[src/rtl/usart_rx_pkg.sv]
package usart_rx_pkg;

  typedef enum logic [1:0] {
    FR_IDLE,
    FR_DATA,
    FR_PAR,
    FR_STOP
  } fr_state_t;

  typedef enum logic [1:0] {
    SM_HUNT,
    SM_CHECK,
    SM_RUN
  } sm_state_t;

  // Limit a requested data length to the supported range.
  function automatic int clamp_len(input int req, input int lo, input int hi);
    if (req < lo) return lo;
    if (req > hi) return hi;
    return req;
  endfunction

endpackage

[src/rtl/usart_rx_front.sv]
module usart_rx_front #(
  parameter int SYNC_STAGES = 2
) (
  input  logic clk,
  input  logic rst_n,
  input  logic rx_in,
  input  logic sclk_in,
  input  logic cfg_pol,
  output logic rx_s,
  output logic rx_fall,
  output logic sclk_edge
);

  logic [SYNC_STAGES-1:0] rx_q;
  logic [SYNC_STAGES-1:0] ck_q;
  logic [SYNC_STAGES-1:0] rx_q_n;
  logic [SYNC_STAGES-1:0] ck_q_n;
  logic                   rx_prev;
  logic                   ck_prev;
  logic                   ck_s;

  generate
    if (SYNC_STAGES > 1) begin : g_chain
      always_comb begin
        rx_q_n = {rx_q[SYNC_STAGES-2:0], rx_in};
        ck_q_n = {ck_q[SYNC_STAGES-2:0], sclk_in};
      end
    end else begin : g_single
      always_comb begin
        rx_q_n = rx_in;
        ck_q_n = sclk_in;
      end
    end
  endgenerate

  always_ff @(posedge clk or negedge rst_n) begin
    if (!rst_n) begin
      rx_q    <= '1;
      ck_q    <= '0;
      rx_prev <= 1'b1;
      ck_prev <= 1'b0;
    end else begin
      rx_q    <= rx_q_n;
      ck_q    <= ck_q_n;
      rx_prev <= rx_s;
      ck_prev <= ck_s;
    end
  end

  assign rx_s      = rx_q[SYNC_STAGES-1];
  assign ck_s      = ck_q[SYNC_STAGES-1];
  assign rx_fall   = rx_prev & ~rx_s;
  assign sclk_edge = cfg_pol ? (ck_s & ~ck_prev) : (~ck_s & ck_prev);

  AST_SCLK_EDGE_SINGLE: assert property (@(posedge clk) disable iff (!rst_n)
    sclk_edge |=> !sclk_edge);

endmodule

[src/rtl/usart_rx_sampler.sv]
module usart_rx_sampler
  import usart_rx_pkg::*;
#(
  parameter int OS_RATE = 16
) (
  input  logic clk,
  input  logic rst_n,
  input  logic mode_sync,
  input  logic os_tick,
  input  logic rx_s,
  input  logic rx_fall,
  input  logic sclk_edge,
  input  logic frame_done,
  input  logic frame_idle,
  output logic smp_stb,
  output logic smp_start,
  output logic smp_bit
);

  localparam int CW   = (OS_RATE > 2) ? $clog2(OS_RATE) : 1;
  localparam int HALF = OS_RATE / 2;

  sm_state_t       state, state_n;
  logic [CW-1:0]   cnt, cnt_n;
  logic            a_start, a_stb;

  always_comb begin
    state_n = state;
    cnt_n   = cnt;
    a_start = 1'b0;
    a_stb   = 1'b0;
    if (mode_sync) begin
      state_n = SM_HUNT;
      cnt_n   = '0;
    end else begin
      unique case (state)
        SM_HUNT: begin
          if (rx_fall) begin
            state_n = SM_CHECK;
            cnt_n   = '0;
          end
        end
        SM_CHECK: begin
          if (os_tick) begin
            if (cnt == CW'(HALF - 1)) begin
              cnt_n = '0;
              if (!rx_s) begin
                state_n = SM_RUN;
                a_start = 1'b1;
              end else begin
                state_n = SM_HUNT;
              end
            end else begin
              cnt_n = cnt + 1'b1;
            end
          end
        end
        SM_RUN: begin
          if (frame_done) begin
            state_n = SM_HUNT;
            cnt_n   = '0;
          end else if (os_tick) begin
            if (cnt == CW'(OS_RATE - 1)) begin
              cnt_n = '0;
              a_stb = 1'b1;
            end else begin
              cnt_n = cnt + 1'b1;
            end
          end
        end
        default: state_n = SM_HUNT;
      endcase
    end
  end

  always_ff @(posedge clk or negedge rst_n) begin
    if (!rst_n) begin
      state <= SM_HUNT;
      cnt   <= '0;
    end else begin
      state <= state_n;
      cnt   <= cnt_n;
    end
  end

  assign smp_bit   = rx_s;
  assign smp_stb   = mode_sync ? sclk_edge : a_stb;
  assign smp_start = mode_sync ? (sclk_edge & ~rx_s & frame_idle) : a_start;

  AST_ASYNC_ON_TICK: assert property (@(posedge clk) disable iff (!rst_n)
    (!mode_sync && (smp_stb || smp_start)) |-> os_tick);

  AST_CHECK_AFTER_FALL: assert property (@(posedge clk) disable iff (!rst_n)
    (state == SM_CHECK && $past(state) == SM_HUNT) |-> $past(rx_fall));

endmodule

[src/rtl/usart_rx_framer.sv]
module usart_rx_framer
  import usart_rx_pkg::*;
#(
  parameter int MIN_BITS = 5,
  parameter int MAX_BITS = 9,
  parameter int LEN_W    = 4
) (
  input  logic                clk,
  input  logic                rst_n,
  input  logic [LEN_W-1:0]    cfg_bits,
  input  logic                cfg_par_en,
  input  logic                cfg_par_odd,
  input  logic                smp_stb,
  input  logic                smp_start,
  input  logic                smp_bit,
  output logic [MAX_BITS-1:0] word_o,
  output logic                vld_o,
  output logic                perr_o,
  output logic                ferr_o,
  output logic                idle_o
);

  fr_state_t             state, state_n;
  logic [LEN_W-1:0]      idx, idx_n;
  logic [MAX_BITS-1:0]   data, data_n;
  logic                  acc, acc_n;
  logic                  perr, perr_n;
  logic [MAX_BITS-1:0]   word_n;
  logic                  vld_n, perr_o_n, ferr_o_n;
  logic [LEN_W-1:0]      nb;

  assign nb = LEN_W'(clamp_len(int'(cfg_bits), MIN_BITS, MAX_BITS));

  always_comb begin
    state_n  = state;
    idx_n    = idx;
    data_n   = data;
    acc_n    = acc;
    perr_n   = perr;
    word_n   = word_o;
    vld_n    = 1'b0;
    perr_o_n = perr_o;
    ferr_o_n = ferr_o;
    unique case (state)
      FR_IDLE: begin
        if (smp_start) begin
          state_n = FR_DATA;
          idx_n   = '0;
          data_n  = '0;
          acc_n   = 1'b0;
          perr_n  = 1'b0;
        end
      end
      FR_DATA: begin
        if (smp_stb) begin
          data_n[idx] = smp_bit;
          acc_n       = acc ^ smp_bit;
          idx_n       = idx + 1'b1;
          if (idx == nb - 1'b1) begin
            state_n = cfg_par_en ? FR_PAR : FR_STOP;
          end
        end
      end
      FR_PAR: begin
        if (smp_stb) begin
          perr_n  = smp_bit ^ acc ^ cfg_par_odd;
          state_n = FR_STOP;
        end
      end
      FR_STOP: begin
        if (smp_stb) begin
          word_n   = data;
          vld_n    = 1'b1;
          perr_o_n = perr & cfg_par_en;
          ferr_o_n = ~smp_bit;
          state_n  = FR_IDLE;
        end
      end
      default: state_n = FR_IDLE;
    endcase
  end

  always_ff @(posedge clk or negedge rst_n) begin
    if (!rst_n) begin
      state  <= FR_IDLE;
      idx    <= '0;
      data   <= '0;
      acc    <= 1'b0;
      perr   <= 1'b0;
      word_o <= '0;
      vld_o  <= 1'b0;
      perr_o <= 1'b0;
      ferr_o <= 1'b0;
    end else begin
      state  <= state_n;
      idx    <= idx_n;
      data   <= data_n;
      acc    <= acc_n;
      perr   <= perr_n;
      word_o <= word_n;
      vld_o  <= vld_n;
      perr_o <= perr_o_n;
      ferr_o <= ferr_o_n;
    end
  end

  assign idle_o = (state == FR_IDLE);

  AST_VALID_PULSE: assert property (@(posedge clk) disable iff (!rst_n)
    vld_o |=> !vld_o);

  AST_UPPER_CLEAR: assert property (@(posedge clk) disable iff (!rst_n)
    vld_o |-> ((word_o >> nb) == '0));

  AST_NO_PAR_FLAG: assert property (@(posedge clk) disable iff (!rst_n)
    (vld_o && !cfg_par_en) |-> !perr_o);

  AST_VALID_AFTER_STOP: assert property (@(posedge clk) disable iff (!rst_n)
    vld_o |-> ($past(state) == FR_STOP));

endmodule

[src/rtl/usart_frame_rx.sv]
module usart_frame_rx #(
  parameter int MIN_BITS    = 5,
  parameter int MAX_BITS    = 9,
  parameter int OS_RATE     = 16,
  parameter int SYNC_STAGES = 2,
  localparam int LEN_W      = $clog2(MAX_BITS + 1)
) (
  input  logic                clk,
  input  logic                rst_n,
  input  logic                cfg_sync,
  input  logic                cfg_clk_pol,
  input  logic [LEN_W-1:0]    cfg_data_bits,
  input  logic                cfg_par_en,
  input  logic                cfg_par_odd,
  input  logic                os_tick,
  input  logic                ser_clk,
  input  logic                rx_in,
  output logic [MAX_BITS-1:0] rx_word,
  output logic                rx_valid,
  output logic                rx_par_err,
  output logic                rx_frm_err
);

  logic rx_s, rx_fall, sclk_edge;
  logic smp_stb, smp_start, smp_bit;
  logic frame_idle;

  usart_rx_front #(
    .SYNC_STAGES(SYNC_STAGES)
  ) u_front (
    .clk       (clk),
    .rst_n     (rst_n),
    .rx_in     (rx_in),
    .sclk_in   (ser_clk),
    .cfg_pol   (cfg_clk_pol),
    .rx_s      (rx_s),
    .rx_fall   (rx_fall),
    .sclk_edge (sclk_edge)
  );

  usart_rx_sampler #(
    .OS_RATE(OS_RATE)
  ) u_sampler (
    .clk        (clk),
    .rst_n      (rst_n),
    .mode_sync  (cfg_sync),
    .os_tick    (os_tick),
    .rx_s       (rx_s),
    .rx_fall    (rx_fall),
    .sclk_edge  (sclk_edge),
    .frame_done (rx_valid),
    .frame_idle (frame_idle),
    .smp_stb    (smp_stb),
    .smp_start  (smp_start),
    .smp_bit    (smp_bit)
  );

  usart_rx_framer #(
    .MIN_BITS (MIN_BITS),
    .MAX_BITS (MAX_BITS),
    .LEN_W    (LEN_W)
  ) u_framer (
    .clk         (clk),
    .rst_n       (rst_n),
    .cfg_bits    (cfg_data_bits),
    .cfg_par_en  (cfg_par_en),
    .cfg_par_odd (cfg_par_odd),
    .smp_stb     (smp_stb),
    .smp_start   (smp_start),
    .smp_bit     (smp_bit),
    .word_o      (rx_word),
    .vld_o       (rx_valid),
    .perr_o      (rx_par_err),
    .ferr_o      (rx_frm_err),
    .idle_o      (frame_idle)
  );

endmodule

[config.mk]
export PLATFORM = sky130hd
export DESIGN_NAME = usart_frame_rx
export DESIGN_NICKNAME = d
export VERILOG_FILES = /design/src/rtl/usart_rx_pkg.sv /design/src/rtl/usart_rx_front.sv /design/src/rtl/usart_rx_sampler.sv /design/src/rtl/usart_rx_framer.sv /design/src/rtl/usart_frame_rx.sv
export SDC_FILE = /design/constraint.sdc
export NUM_CORES = 1
export LEC_CHECK = 0
export ABC_AREA = 1
export BUFFER_PORTS_ARGS = -buffer_cell sky130_fd_sc_hd__buf_4
export CORE_UTILIZATION = 35
export CTS_CLUSTER_DIAMETER = 40
export DETAILED_ROUTE_END_ITERATION = 12
export HOLD_SLACK_MARGIN = 0.15
export PLACE_DENSITY = 0.5
export SLEW_MARGIN = 20
export SYNTH_ARGS = -nofsm -noshare
export SYNTH_HDL_FRONTEND = slang
export SYNTH_SLANG_ARGS = --single-unit
[constraint.sdc]
create_clock -name clk -period 1.64 [get_ports clk]
set_input_delay 0.328 -clock clk [delete_from_list [all_inputs] [get_ports clk]]
set_output_delay 0.328 -clock clk [all_outputs]
set_load 0.1 [all_outputs]
After elaboration in Yosys (flattened, before gate mapping)

Index checks and enable logic that the tools add are counted.

Bits in registers: 41
Input bits: 13

Add/subtract/negate cells: 3
$lt $le $gt $ge: 4
Eq/ne operators: 18
Multiplexer cells: 56
Bitwise logic cells: 11
Reductions and logical operators: 12

Operators by type and width:

| kind                                                                     | count |
|---|---|
| 4-bit two-way mux                                                        | 12 |
| 2-bit two-way mux                                                        | 11 |
| 1-bit two-way mux                                                        | 21 |
| 9-bit two-way mux                                                        | 2 |
| 9-bit one-hot mux with 2 select lines                                    | 1 |
| 4-bit one-hot mux with 3 select lines                                    | 1 |
| 9-bit bitwise mux                                                        | 1 |
| 4-bit by 1-bit adder with 4-bit output (second input constant)           | 2 |
| 2-bit inequality test (second input constant)                            | 4 |
| 2-bit one-hot mux with 4 select lines                                    | 1 |
| 4-bit one-hot mux with 2 select lines                                    | 1 |
| 4-bit AND reduction                                                      | 2 |
| 1-bit AND                                                                | 6 |
| 2-bit == test (second input constant)                                    | 3 |
| 3-bit by 2-bit inequality test with 1-bit output (second input constant) | 2 |
| 3-bit inequality test (second input constant)                            | 2 |
| 2-bit one-hot mux with 3 select lines                                    | 1 |
| 3-bit AND reduction                                                      | 2 |
| 4-bit by 5-bit < comparator with 1-bit output (second input constant)    | 1 |
| 5-bit AND reduction                                                      | 1 |
| 1-bit demux with 4-bit select                                            | 1 |
| 2-bit by 1-bit == test with 1-bit output (second input constant)         | 2 |
| 4-bit by 3-bit == test with 1-bit output (second input constant)         | 1 |
| 4-bit == test                                                            | 1 |
| other kinds (16)                                                         | 22 |

Depth between registers and ports, before layout

Depth in word-level cells: 10
Mapped depth: 19
Gate-level depth less buffers: 19

Cells and area by module

From an unflattened synthesis, not the netlist that was laid out.

Cells, all modules: 290
Area, all modules: 2303.5 um2

By module, submodules not included:

| module           | times used | cells an instance | area each (um2) |
|---|---|---|---|
| usart_rx_framer  | 1          | 192               | 1587.8 |
| usart_rx_sampler | 1          | 84                | 529.3 |
| usart_rx_front   | 1          | 14                | 186.4 |

Least setup slack after synthesis

Ideal clock, no wire load.

Kind: flip-flop to flip-flop
Start point: reg u_framer.vld_o
End point: reg u_sampler.cnt[1]
Arrival time: 1.717 ns
Path slack: -0.160 ns
Stages on the path, launching flop included: 9
Path buffers: 0
Clock period less this slack: 1.800 ns
Cell sequence: dfrtp_1 -> nor2_1 -> inv_1 -> nand2_1 -> nand2_1 -> nand3_1 -> inv_1 -> nand3_1 -> o21ai_0

Cells in the longest elaborated chain, start to end: 3
Elaborated cells on any way between the ends: 5

RTL lines:

| element                               | RTL line               | text |
|---|---|---|
| start: declaration                    | usart_rx_framer.sv:17  | `output logic vld_o,` |
| start signal: assignment              | usart_rx_framer.sv:101 | `vld_o <= vld_n;` |
| 4-bit two-way mux                     | usart_rx_sampler.sv:59 | `if (frame_done) begin` |
| 4-bit one-hot mux with 3 select lines | usart_rx_sampler.sv:36 | `unique case (state)` |
| 4-bit two-way mux                     | usart_rx_sampler.sv:32 | `if (mode_sync) begin` |
| end signal: assignment                | usart_rx_sampler.sv:82 | `cnt <= cnt_n;` |
| end: declaration                      | usart_rx_sampler.sv:24 | `logic [CW-1:0] cnt, cnt_n;` |

Several ways; a longest one is shown, not always the timed one.
A chain may end at the register's enable or synchronous reset.

Worst setup path in the final report

Start point: reg u_sampler.cnt[0]
End point: reg u_framer.acc

Cells in the longest elaborated chain, start to end: 8
Elaborated cells on any way between the ends: 14

RTL lines:

| element                         | RTL line               | text |
|---|---|---|
| 4-bit == test                   | usart_rx_sampler.sv:63 | `if (cnt == CW'(OS_RATE - 1)) begin` |
| 1-bit two-way mux               | usart_rx_sampler.sv:63 |  |
| 1-bit two-way mux               | usart_rx_sampler.sv:62 | `end else if (os_tick) begin` |
| 1-bit two-way mux               | usart_rx_sampler.sv:59 |  |
| 1-bit two-way mux               | usart_rx_sampler.sv:36 |  |
| 1-bit two-way mux               | usart_rx_sampler.sv:87 | `assign smp_stb = mode_sync ? sclk_edge : a_stb;` |
| 2-bit inequality test (no line) | -                      |  |
| 3-bit AND reduction (no line) * | -                      |  |
| end signal: assignment          | usart_rx_framer.sv:98  | `acc <= acc_n;` |
| end: declaration                | usart_rx_framer.sv:26  | `logic acc, acc_n;` |

Every way passes the cells marked *; elsewhere a longest branch is shown, timed or not.

==> run summary <==
=========================================================================================
Run status                                                                   finished, violations left
Violations in the final reports                                              design-rule violations
Total GRT Usage                                                                    15.88%
Final period util                                                                  96.62%
Maximum ir drop on the vdd rail                                                  690.2 uV
Sw power                                                                       0.001969 W
Proportion of register bits with asynchronous set or reset after synthesis         100.0%
Number of different library cells in the post-synthesis netlist                        28
GRT overflow                                                                            0
Crit path time final                                                              1585 ps
Global-route wire length before repair                                           8.970 mm
Worst EP arrival                                                                  1770 ps
Die area                                                                        7045 um^2
Post-synthesis instance area                                                    2350 um^2
Post-synthesis cell count                                                             302
Commonest cells after routing, fill and taps aside                           sky130_fd_sc_hd__nand2_1 (97), sky130_fd_sc_hd__buf_4 (43), sky130_fd_sc_hd__dfrtp_1 (37)
Via count of the first global-routing pass                                           1951
Actual transition at the worst max-transition pin                                551.4 ps
Critical path data required time                                                  1830 ps
Part of the total power dissipated in the clock network                             18.4%
Worst skew pair latency                                                            290 ps
Worst reg2reg path depth                                                               11
Startpoint type of the worst setup path                                          register
# Max-Cap Violations                                                                    0
TritonCTS buffer count                                                                  5
Ratio of cells with drive above 1 in the final layout                              28.13%
Most common library cell in the layout ignoring fill and taps                sky130_fd_sc_hd__nand2_1
I/O pin count                                                                          25
Number of H-tree levels                                                                 2
Number of iterations in the first detailed-routing pass                                 8
Unrepaired setup endpoints after global routing                                       yes
Kind of path behind the tightest hold check                                  input port to register
Finish-stage setup viols                                                                0
Final Hold Fails                                                                        0
FF-to-FF End                                                                 u_framer.acc
Routability congestion estimate from global placement                              0.8023
Clock Root Buffer                                                            sky130_fd_sc_hd__clkbuf_8
Antenna violations before repair                                                        0
Number of warnings reported in the yosys synthesis log                                  0
Proportion of power drawn by combinational gates                                    54.0%
Destination of the worst hold path                                           u_framer.perr_o
Worst reg2reg setup slack                                                           60 ps
Fraction of the yosys area taken by sequential cells                               43.82%
Internal power summed over all cells                                           0.002639 W
Sequential fraction of design power                                                 27.6%
Beginning of the worst hold path                                               cfg_par_en
Fill cell count                                                                       639
Number of buffers on the longest clock path                                             2
Rel. slew slack                                                                    63.24%
Standard cell core area                                                         6422 um^2
Placed Area                                                                     2744 um^2
Instance count after placement with tap cells included                                414
Leakage component of the power                                                   1.585 nW
Number of cells traversed by the worst hold path                                        3
Critical path peak fanout                                                               5
EDFF count, synth                                                                       0
Post-layout total power                                                        0.004608 W
DRT antenna net count                                                                   0
Clock skew                                                                       4.645 ps
Startpoint of the worst-slack reg-to-reg timing path                         u_sampler.cnt[0]
Mean instance size in the synthesized netlist                                  7.781 um^2
Sink count of the clock tree                                                           41
Crit path capture type                                                           register
Die boundary width                                                               83.94 um
Ratio of routed vias to standard cells                                              4.800
Synth-to-layout area growth                                                        30.35%
Clk slew on worst S/H paths                                                         80 ps
Count of antenna diodes in the layout                                                   0
Pin count of the biggest net entering global routing                                   42
Count of routing violations after the opening detailed-route iteration                118
Core utilization of the finished layout                                            47.69%
Total length of routed wires                                                     5.252 mm
Worst setup startpoint                                                       u_sampler.cnt[0]
DRC violations left                                                                     4
Synth Net Count                                                                       329
Max-slew violation count                                                                0
Final net count                                                                       378
Switching share of power                                                           42.74%
Number of vias after detailed routing                                                2059
Top_reg_cell synth                                                           sky130_fd_sc_hd__dfrtp_1
Number of storage elements in the synthesis netlist                                    41
Port Buffer Count                                                                      24
Half-perimeter wire length of the detailed placement result                      3.588 mm
Starting density of the core                                                       36.59%
TritonCTS clock tree                                                                 done
Cell area after layout                                                          3063 um^2
Power density over the cells                                                 1504 nW/um^2
Category of the critical setup timing path                                   register to register
Post-DR wirelength/cell                                                          12.24 um
Non-Filler Instances                                                                  429
Achievable clock frequency                                                      631.1 MHz
Placement row count                                                                    29
Die Ht                                                                           83.94 um
=========================================================================================
==> state kept, by name (all words and copies together) (netlist names) <==
register and count:
u_framer.acc 1, u_framer.data 9, u_framer.ferr_o 1, u_framer.idx 4, u_framer.perr 1, u_framer.perr_o 1, u_framer.state 2, u_framer.vld_o 1
u_framer.word_o 9, u_front.ck_prev 1, u_front.ck_q 2, u_front.rx_prev 1, u_front.rx_q 2, u_sampler.cnt 4, u_sampler.state 2
==> stage by stage <==
| stage | setup WS (ps) | setup TNS (ps) | hold WS, ps |
|---|---|---|---|
| floorplan | 60.31 | 0 | 32.41 |
| global placement | -140.3 | -277.0 | 334.4 |
| detailed placement | -194.6 | -383.2 | 336.4 |
| CTS | 18.96 | 0 | 296.3 |
| global route | -66.66 | -477.1 | 312.8 |
| finish | 55.39 | 0 | 303.2 |
==> cells in the mapped netlist, types with 2 or more instances <==
cell type,number,area share [%]
sky130_fd_sc_hd__a21oi_1,2,0.43
sky130_fd_sc_hd__nand3_2,2,0.85
sky130_fd_sc_hd__ha_1,14,7.5
sky130_fd_sc_hd__buf_6,2,0.96
sky130_fd_sc_hd__nand2_2,3,0.80
sky130_fd_sc_hd__xor2_1,5,1.9
sky130_fd_sc_hd__o21ai_0,19,4.0
sky130_fd_sc_hd__inv_2,5,0.80
sky130_fd_sc_hd__nand4_1,11,2.9
sky130_fd_sc_hd__nor2_1,11,1.8
sky130_fd_sc_hd__inv_1,29,4.6
sky130_fd_sc_hd__nand3_1,32,6.8
sky130_fd_sc_hd__nand2_4,2,0.96
sky130_fd_sc_hd__nand2_1,102,16
sky130_fd_sc_hd__buf_2,2,0.43
sky130_fd_sc_hd__nor4_1,8,2.1
sky130_fd_sc_hd__dfrtp_1,38,40
sky130_fd_sc_hd__clkbuf_1,3,0.48
sky130_fd_sc_hd__dfstp_2,3,3.4
==> cell type report <==
| type | count | area, um^2 | share of cell area (%) |
|---|---|---|---|
| clock inverter | 1 | 30.03 | 0.9804 |
| inverter | 35 | 141.4 | 4.616 |
| clock buffer | 7 | 86.33 | 2.819 |
| timing repair buffer | 50 | 442.9 | 14.46 |
| tap | 77 | 96.34 | 3.145 |
| multi-input combinational | 218 | 1235 | 40.32 |
| sequential | 41 | 1031 | 33.66 |
==> worst max-delay path: stages, from the launching register on <==
cell	delay (ps)
sky130_fd_sc_hd__dfrtp_1	390
sky130_fd_sc_hd__ha_2	210
sky130_fd_sc_hd__nand2_4	90
sky130_fd_sc_hd__nor2_2	50
sky130_fd_sc_hd__a21oi_2	140
sky130_fd_sc_hd__nand2_2	80
sky130_fd_sc_hd__nand2_4	110
sky130_fd_sc_hd__inv_8	50
sky130_fd_sc_hd__buf_4	120
sky130_fd_sc_hd__buf_4	120
sky130_fd_sc_hd__nand3_1	60
sky130_fd_sc_hd__nand2_1	50
==> cells by family after synthesis <==
kind of cell | after synthesis | share of synthesized area, %
buffers and inverters | 43 | 7.881
XOR/XNOR | 5 | 1.864
flip-flops | 41 | 43.82
adder cells (fa/ha/maj) | 14 | 7.455
AO/OA/AOI/OAI | 26 | 5.964
AND/OR/NAND/NOR | 173 | 33.01
==> power groups by stage <==
stage	clock (W)	sequential, W	combinational (W)
6_report	0.000846	0.00127	0.00249
5_1_grt	0.000918	0.00129	0.00275
4_1_cts	0.000887	0.00126	0.00213
3_5_place_dp	0	0.00128	0.00211
3_3_place_gp	0	0.00128	0.00210
2_1_floorplan	0	0.00149	0.00126
==> worst max path at each step <==
stage / end / slack (ps)
3_5_place_dp: u_framer.state[1] / -190
4_1_cts: u_framer.data[7] / 20
2_1_floorplan: u_framer.state[1] / 60
5_1_grt: u_framer.data[1] / -70
6_report: u_framer.acc / 60
3_3_place_gp: u_framer.state[0] / -140
==> repair_timing <==
item | CTS | global route
pin swaps | 0 | 9
cloned | 0 | 2
buffers inserted | 0 | 2
hold buffers | 3 | 0
endpoints found under the setup margin | 2 | 33
hold endpoints to repair | 40 | 0
resized for setup | 1 | 36
==> routing by layer <==
metal	GRT usage, %	part of all wire (%)	up-vias
met2	25.41	44	38
met4	5.329	0.82	0
li1	-	-	1085
met5	0	0	-
met3	2.967	3.4	2
met1	21.55	51	934
No activity file was read; power rests on OpenSTA's default activity.
